==> config.mk <==
export PLATFORM = sky130hd
export DESIGN_NAME = wdog_twostage
export DESIGN_NICKNAME = d
export VERILOG_FILES = /design/src/rtl/wdog_pkg.sv /design/src/rtl/wdog_stall.sv /design/src/rtl/wdog_count.sv /design/src/rtl/wdog_regs.sv /design/src/rtl/wdog_twostage.sv
export SDC_FILE = /design/constraint.sdc
export NUM_CORES = 1
export LEC_CHECK = 0
export BUFFER_PORTS_ARGS = -buffer_cell sky130_fd_sc_hd__clkbuf_2
export CORE_ASPECT_RATIO = 0.7
export CORE_MARGIN = 5
export CORE_UTILIZATION = 40
export DETAILED_ROUTE_END_ITERATION = 8
export GPL_ROUTABILITY_DRIVEN = 0
export SLEW_MARGIN = 20
export SYNTH_ARGS = -nofsm -noshare
export SYNTH_HDL_FRONTEND = slang
export SYNTH_HIERARCHICAL = 1
export SYNTH_SLANG_ARGS = --single-unit
export TNS_END_PERCENT = 1
==> constraint.sdc <==
create_clock -name clk -period 2.9 [get_ports clk]
set_input_delay 0.29 -clock clk [delete_from_list [all_inputs] [get_ports clk]]
set_output_delay 0.29 -clock clk [all_outputs]
set_load 0.02 [all_outputs]
==> src/rtl/wdog_pkg.sv <==
package wdog_pkg;
  localparam int CNT_W     = 16;
  localparam int NUM_STALL = 3;

  // register byte offsets
  localparam int OFS_LOAD = 'h00;
  localparam int OFS_CTRL = 'h04;
  localparam int OFS_KICK = 'h08;
  localparam int OFS_CNT  = 'h0C;
  localparam int OFS_STS  = 'h10;
  localparam int OFS_IEN  = 'h14;

  // control field positions
  localparam int CB_EN     = 0;
  localparam int CB_STALL0 = 2;
  localparam int CB_MODE   = 9;
  localparam logic [31:0] CTRL_MASK = 32'h0000_021D;

  localparam logic [CNT_W-1:0] LOAD_RST = '1;
endpackage

==> src/rtl/wdog_stall.sv <==
module wdog_stall #(
  parameter int N = 3
) (
  input  logic [N-1:0] stall_in,
  input  logic [N-1:0] stall_en,
  output logic         stalled
);
  logic [N-1:0] hit;

  for (genvar i = 0; i < N; i++) begin : g_src
    assign hit[i] = stall_in[i] & stall_en[i];
  end

  assign stalled = |hit;
endmodule

==> src/rtl/wdog_count.sv <==
module wdog_count #(
  parameter int               CNT_W   = 16,
  parameter logic [CNT_W-1:0] RST_VAL = '1
) (
  input  logic             clk,
  input  logic             rst_n,
  input  logic             soft_rst,
  input  logic             go,
  input  logic             tick,
  input  logic             ld_req,
  input  logic             mode_irq,
  input  logic [CNT_W-1:0] ld_val,
  output logic [CNT_W-1:0] cnt,
  output logic             expire
);
  logic [CNT_W-1:0] cnt_q, cnt_d;
  logic             step;

  always_comb begin
    step   = go & tick;
    expire = step & (cnt_q <= CNT_W'(1)) & ~ld_req & ~soft_rst;
    cnt_d  = cnt_q;
    if (soft_rst)              cnt_d = RST_VAL;
    else if (ld_req)           cnt_d = ld_val;
    else if (expire & mode_irq) cnt_d = ld_val;
    else if (step)             cnt_d = (cnt_q != '0) ? cnt_q - CNT_W'(1) : '0;
  end

  always_ff @(posedge clk or negedge rst_n) begin
    if (!rst_n) cnt_q <= RST_VAL;
    else        cnt_q <= cnt_d;
  end

  assign cnt = cnt_q;
endmodule

==> src/rtl/wdog_regs.sv <==
module wdog_regs #(
  parameter int DATA_W = 32,
  parameter int CNT_W  = 16
) (
  input  logic              clk,
  input  logic              rst_n,
  input  logic              soft_rst,
  input  logic              wr_load,
  input  logic              wr_ctrl,
  input  logic              wr_sts,
  input  logic              wr_ien,
  input  logic [DATA_W-1:0] wdata,
  input  logic              exp_irq,
  output logic [CNT_W-1:0]  load_q,
  output logic [DATA_W-1:0] ctrl_q,
  output logic              sts_q,
  output logic              ien_q
);
  import wdog_pkg::*;

  logic [CNT_W-1:0]  load_d;
  logic [DATA_W-1:0] ctrl_d;
  logic              sts_d, ien_d;

  always_comb begin
    load_d = load_q;
    ctrl_d = ctrl_q;
    sts_d  = sts_q;
    ien_d  = ien_q;
    if (wr_load) load_d = wdata[CNT_W-1:0];
    if (wr_ctrl) ctrl_d = wdata & DATA_W'(CTRL_MASK);
    if (wr_ien)  ien_d  = wdata[0];
    if (wr_sts && wdata[0]) sts_d = 1'b0;
    if (exp_irq) begin
      ctrl_d[CB_MODE] = 1'b0;
      sts_d           = 1'b1;
    end
    if (soft_rst) begin
      load_d = LOAD_RST;
      ctrl_d = '0;
      sts_d  = 1'b0;
      ien_d  = 1'b0;
    end
  end

  always_ff @(posedge clk or negedge rst_n) begin
    if (!rst_n) begin
      load_q <= LOAD_RST;
      ctrl_q <= '0;
      sts_q  <= 1'b0;
      ien_q  <= 1'b0;
    end else begin
      load_q <= load_d;
      ctrl_q <= ctrl_d;
      sts_q  <= sts_d;
      ien_q  <= ien_d;
    end
  end
endmodule

==> src/rtl/wdog_twostage.sv <==
module wdog_twostage #(
  parameter int ADDR_W = 8,
  parameter int DATA_W = 32
) (
  input  logic              clk,
  input  logic              rst_n,
  input  logic [ADDR_W-1:0] bus_addr,
  input  logic              bus_we,
  input  logic [DATA_W-1:0] bus_wdata,
  output logic [DATA_W-1:0] bus_rdata,
  input  logic              tick,
  input  logic              stall_hib,
  input  logic              stall_week,
  input  logic              stall_dbg,
  output logic              irq,
  output logic              chip_rst
);
  import wdog_pkg::*;

  logic [1:0]        rst_sync;
  logic              rst_i_n;
  logic [CNT_W-1:0]  load_q, cnt;
  logic [DATA_W-1:0] ctrl_q;
  logic              sts_q, ien_q;
  logic              wr_load, wr_ctrl, wr_kick, wr_sts, wr_ien;
  logic              en_rise, ld_req, stalled, go, expire, exp_irq;
  logic              pulse_q, pulse_d;

  always_ff @(posedge clk or negedge rst_n) begin
    if (!rst_n) rst_sync <= 2'b00;
    else        rst_sync <= {rst_sync[0], 1'b1};
  end
  assign rst_i_n = rst_sync[1];

  always_comb begin
    wr_load = bus_we && (bus_addr == ADDR_W'(OFS_LOAD));
    wr_ctrl = bus_we && (bus_addr == ADDR_W'(OFS_CTRL));
    wr_kick = bus_we && (bus_addr == ADDR_W'(OFS_KICK));
    wr_sts  = bus_we && (bus_addr == ADDR_W'(OFS_STS));
    wr_ien  = bus_we && (bus_addr == ADDR_W'(OFS_IEN));
    en_rise = wr_ctrl && bus_wdata[CB_EN] && !ctrl_q[CB_EN];
    ld_req  = wr_kick || en_rise;
    go      = ctrl_q[CB_EN] && !stalled;
    exp_irq = expire && ctrl_q[CB_MODE];
    pulse_d = expire && !ctrl_q[CB_MODE] && !pulse_q;
  end

  wdog_stall #(.N(NUM_STALL)) u_stall (
    .stall_in ({stall_dbg, stall_week, stall_hib}),
    .stall_en (ctrl_q[CB_STALL0 +: NUM_STALL]),
    .stalled  (stalled)
  );

  wdog_regs #(.DATA_W(DATA_W), .CNT_W(CNT_W)) u_regs (
    .clk      (clk),
    .rst_n    (rst_i_n),
    .soft_rst (pulse_q),
    .wr_load  (wr_load),
    .wr_ctrl  (wr_ctrl),
    .wr_sts   (wr_sts),
    .wr_ien   (wr_ien),
    .wdata    (bus_wdata),
    .exp_irq  (exp_irq),
    .load_q   (load_q),
    .ctrl_q   (ctrl_q),
    .sts_q    (sts_q),
    .ien_q    (ien_q)
  );

  wdog_count #(.CNT_W(CNT_W), .RST_VAL(LOAD_RST)) u_count (
    .clk      (clk),
    .rst_n    (rst_i_n),
    .soft_rst (pulse_q),
    .go       (go),
    .tick     (tick),
    .ld_req   (ld_req),
    .mode_irq (ctrl_q[CB_MODE]),
    .ld_val   (load_q),
    .cnt      (cnt),
    .expire   (expire)
  );

  always_ff @(posedge clk or negedge rst_i_n) begin
    if (!rst_i_n) pulse_q <= 1'b0;
    else          pulse_q <= pulse_d;
  end

  always_comb begin
    bus_rdata = '0;
    if (bus_addr == ADDR_W'(OFS_LOAD))      bus_rdata = DATA_W'(load_q);
    else if (bus_addr == ADDR_W'(OFS_CTRL)) bus_rdata = ctrl_q;
    else if (bus_addr == ADDR_W'(OFS_CNT))  bus_rdata = DATA_W'(cnt);
    else if (bus_addr == ADDR_W'(OFS_STS))  bus_rdata = DATA_W'(sts_q);
    else if (bus_addr == ADDR_W'(OFS_IEN))  bus_rdata = DATA_W'(ien_q);
  end

  assign irq      = sts_q & ien_q;
  assign chip_rst = pulse_q;
endmodule

==> reports/results.ini <==
[place]
portBuffers=48
dp.final_hpwl_um=6150
place_area_mm2=0.00345

[cells_and_area]
nets=460
antenna_cells=0
areaGrowthSynthToFinish_pct=10.6
fillCellCount=814
final_common_cell=nor2_1
layout_common_cells=nor2_1, clkbuf_2, dfstp_2
drive_gt1_share_pct=30.2
fin_area_mm2=0.00361

[floorplanning]
die_area_mm2=0.0101
rows=27
core_mm2=0.00791
die_x_um=118
start_util_pct=41.3
io-pin-count=81
die_h_um=85.6

[critical_path]
crit_fanout=29
cpMaxStageDelayCell=nor4bb_1
worstPathCellList=a222oi_1 -> inv_1 -> nor2b_1 -> nor4bb_1 -> and3_1 -> a31o_4 -> a2111oi_0 -> nor3_2
startpoint_type=register
worst_path_largest_cell_delay_ns=0.46
crit_path_end_kind=register
crit_required_ns=3.11
crit_arrival_ns=2.83
critPathKind=reg2reg

[global_routing]
overflow=0
grt_pass1_wl_um=13800
antenna_found_initial=0
grt_pass1_vias=2622
grt_max_degree=33
grt_util_all_layers_pct=16.7

[run]
max_cap_viol_count=0

[cts]
cts_buffer_depth=2
clk_latency_ns=0.28
cts_max_level=2
cts_tree=done
ctsRootBufferMaster=clkbuf_16
clk_pin_slew_ns=0.06
cts_sinks=42
cts_buffers=5

[power]
seqPwrFrac_pct=49.8
clkPwrFrac_pct=25.2
ir_drop_mv=0.451
p_int_w=0.00141
p_per_area_mw_per_mm2=597
swShare_pct=34.6
p_leak_nw=1.60
net-switching-power_w=0.000746
combPwrFrac_pct=25.1

[sta]
worst_slew_pin_slew_ns=0.939
maxSlewHeadroom_pct=37.4
rsz0062_at_grt=false
fin_crit_ns=2.62
hold_viol=0
max_freq_mhz=381
tns_ns=0
setup_viol=0
finalClockSkew_ns=0.00552
slew_viol_final=0
period_share_pct=90.4

[synth]
yosysWarningCount=6
synthCells=368
yosysSeqAreaShare_pct=33.4
synth_top_area_share_pct=25.7
ys_ff_latch=42
synth_ff_type=dfstp_2
synthArstFlopShare_pct=100
synth.distinct_cells=54
synth_area_mm2=0.00327
avgSynthCellArea_um2=8.88
synth_area_leader_cell=dfstp_2
synthTopCellsByArea=dfstp_2, dfrtp_1, nor2_1
synth_edf_count=0

[detailed_routing]
vias=2750
drt-pass1-iter-count=4
finalWirelength_um=8500
viasPerCell=5.37
drc=0
routedWlPerCell_um=16.6
drt-initial-drc-count=193
ant_nets=0

[min_path]
hold_path_class=in2reg

[run_status]
status=completed

==> kinds of logic (layout without fill, tap and decap cells) <==
kind of cell	Yosys count	after routing	share of synthesized area [%]
and+or+nand+nor	166	166	27.5
muxes	22	22	6.78
DFF	42	42	33.4
buffers and inverters	57	74	11.8
adders and majority gates	3	3	1.15
other	2	28	0.230
AOI/OAI and AO/OA	76	76	19.2
==> flip-flops by register name, indices dropped and copies added (netlist names) <==
signal / cells
chip_rst: 1
rst_sync: 2
u_regs/ien_q: 1
u_regs/ctrl_q: 5
u_regs/sts_q: 1
u_count/cnt: 16
u_regs/load_q: 16
==> critical path, delay by kind of cell (launching register included) <==
kind                   cells  cell delay, ns
AND/OR/NAND/NOR            4            1.14
AO/OA/AOI/OAI              3            0.94
flip-flops                 1            0.40
buffers and inverters      1            0.07
==> path summary, 6_finish.rpt <==
| check | from | end | slack (ns) | cells past startpoint |
|---|---|---|---|---|
| max reg2reg | u_regs/ctrl_q[2] | u_count/cnt[5] | 0.28 | 8 |
| max in group asynchronous | rst_sync[1] | u_regs/load_q[15] | 1.73 | 1 |
| min reg2reg | rst_sync[0] | rst_sync[1] | 0.35 | 0 |
| min in group asynchronous | rst_n | rst_sync[0] | 0.32 | 2 |
| max | u_regs/ctrl_q[2] | u_count/cnt[5] | 0.28 | 8 |
| min | bus_wdata[10] | u_regs/load_q[10] | 0.22 | 2 |
==> per-stage QoR <==
step / hold slack, ns / power [W] / instances / util, % / setup WS, ns
global placement: 0.0772 / 0.00159 / 503 / 43.7 / 0.232
detailed placement: 0.0779 / 0.00162 / 503 / 43.7 / 0.0864
floorplan: -0.00559 / 0.00146 / 394 / - / 0.454
global route: 0.221 / 0.00230 / 512 / 45.7 / 0.0381
CTS: 0.218 / 0.00217 / 512 / 45.6 / 0.0629
finish: 0.222 / 0.00216 / 512 / 45.7 / 0.278
==> per-layer routing <==
metal | up-vias | part of all wire [%] | global-route usage (%)
met3 | 4 | 7.8 | 3.30
met4 | 0 | 0.46 | 2.92
li1 | 1353 | - | -
met2 | 66 | 44 | 26.3
met1 | 1327 | 48 | 24.2
met5 | - | 0 | 0
==> cells in the mapped netlist (all sizes together), types with 2 or more instances <==
master	number
a2111oi	12
a211o	16
a211oi	2
a21oi	22
a221oi	13
a2bb2oi	2
a31o	2
a31oi	2
and2	21
buf	45
clkbuf	6
conb	2
dfrtp	10
dfstp	32
ha	3
inv	6
mux2i	21
nand2	16
nand3	5
nor2	62
nor2b	18
nor3	20
nor3b	2
nor4	6
or2	2
or3	3
or4	4
==> power by group through the flow <==
stage	sequential, W	combinational (W)	clock, W
floorplan	0.000999	0.000460	0
global placement	0.00107	0.000518	0
detailed placement	0.00108	0.000535	0
CTS	0.00107	0.000540	0.000554
global route	0.00110	0.000610	0.000588
finish	0.00107	0.000541	0.000543
==> repair_timing <==
item                                    4_1_cts  5_1_grt
hold buffers                                  1        0
endpoints found under the setup margin        0       12
resized for setup                             0        1
endpoints found under the hold margin         2        0
setup buffers                                 0        0
==> layout make-up <==
type	instances	area [um^2]	area share (%)
repair buffers	60	333	9.21
inverters	6	22.5	0.623
multi-input cells	295	1900	52.5
clock inverters	2	13.8	0.381
flip-flops and latches	42	1090	30.2
well taps	101	126	3.50
clock buffers	6	129	3.57
Note: power is estimated with default switching activity, not from simulation.
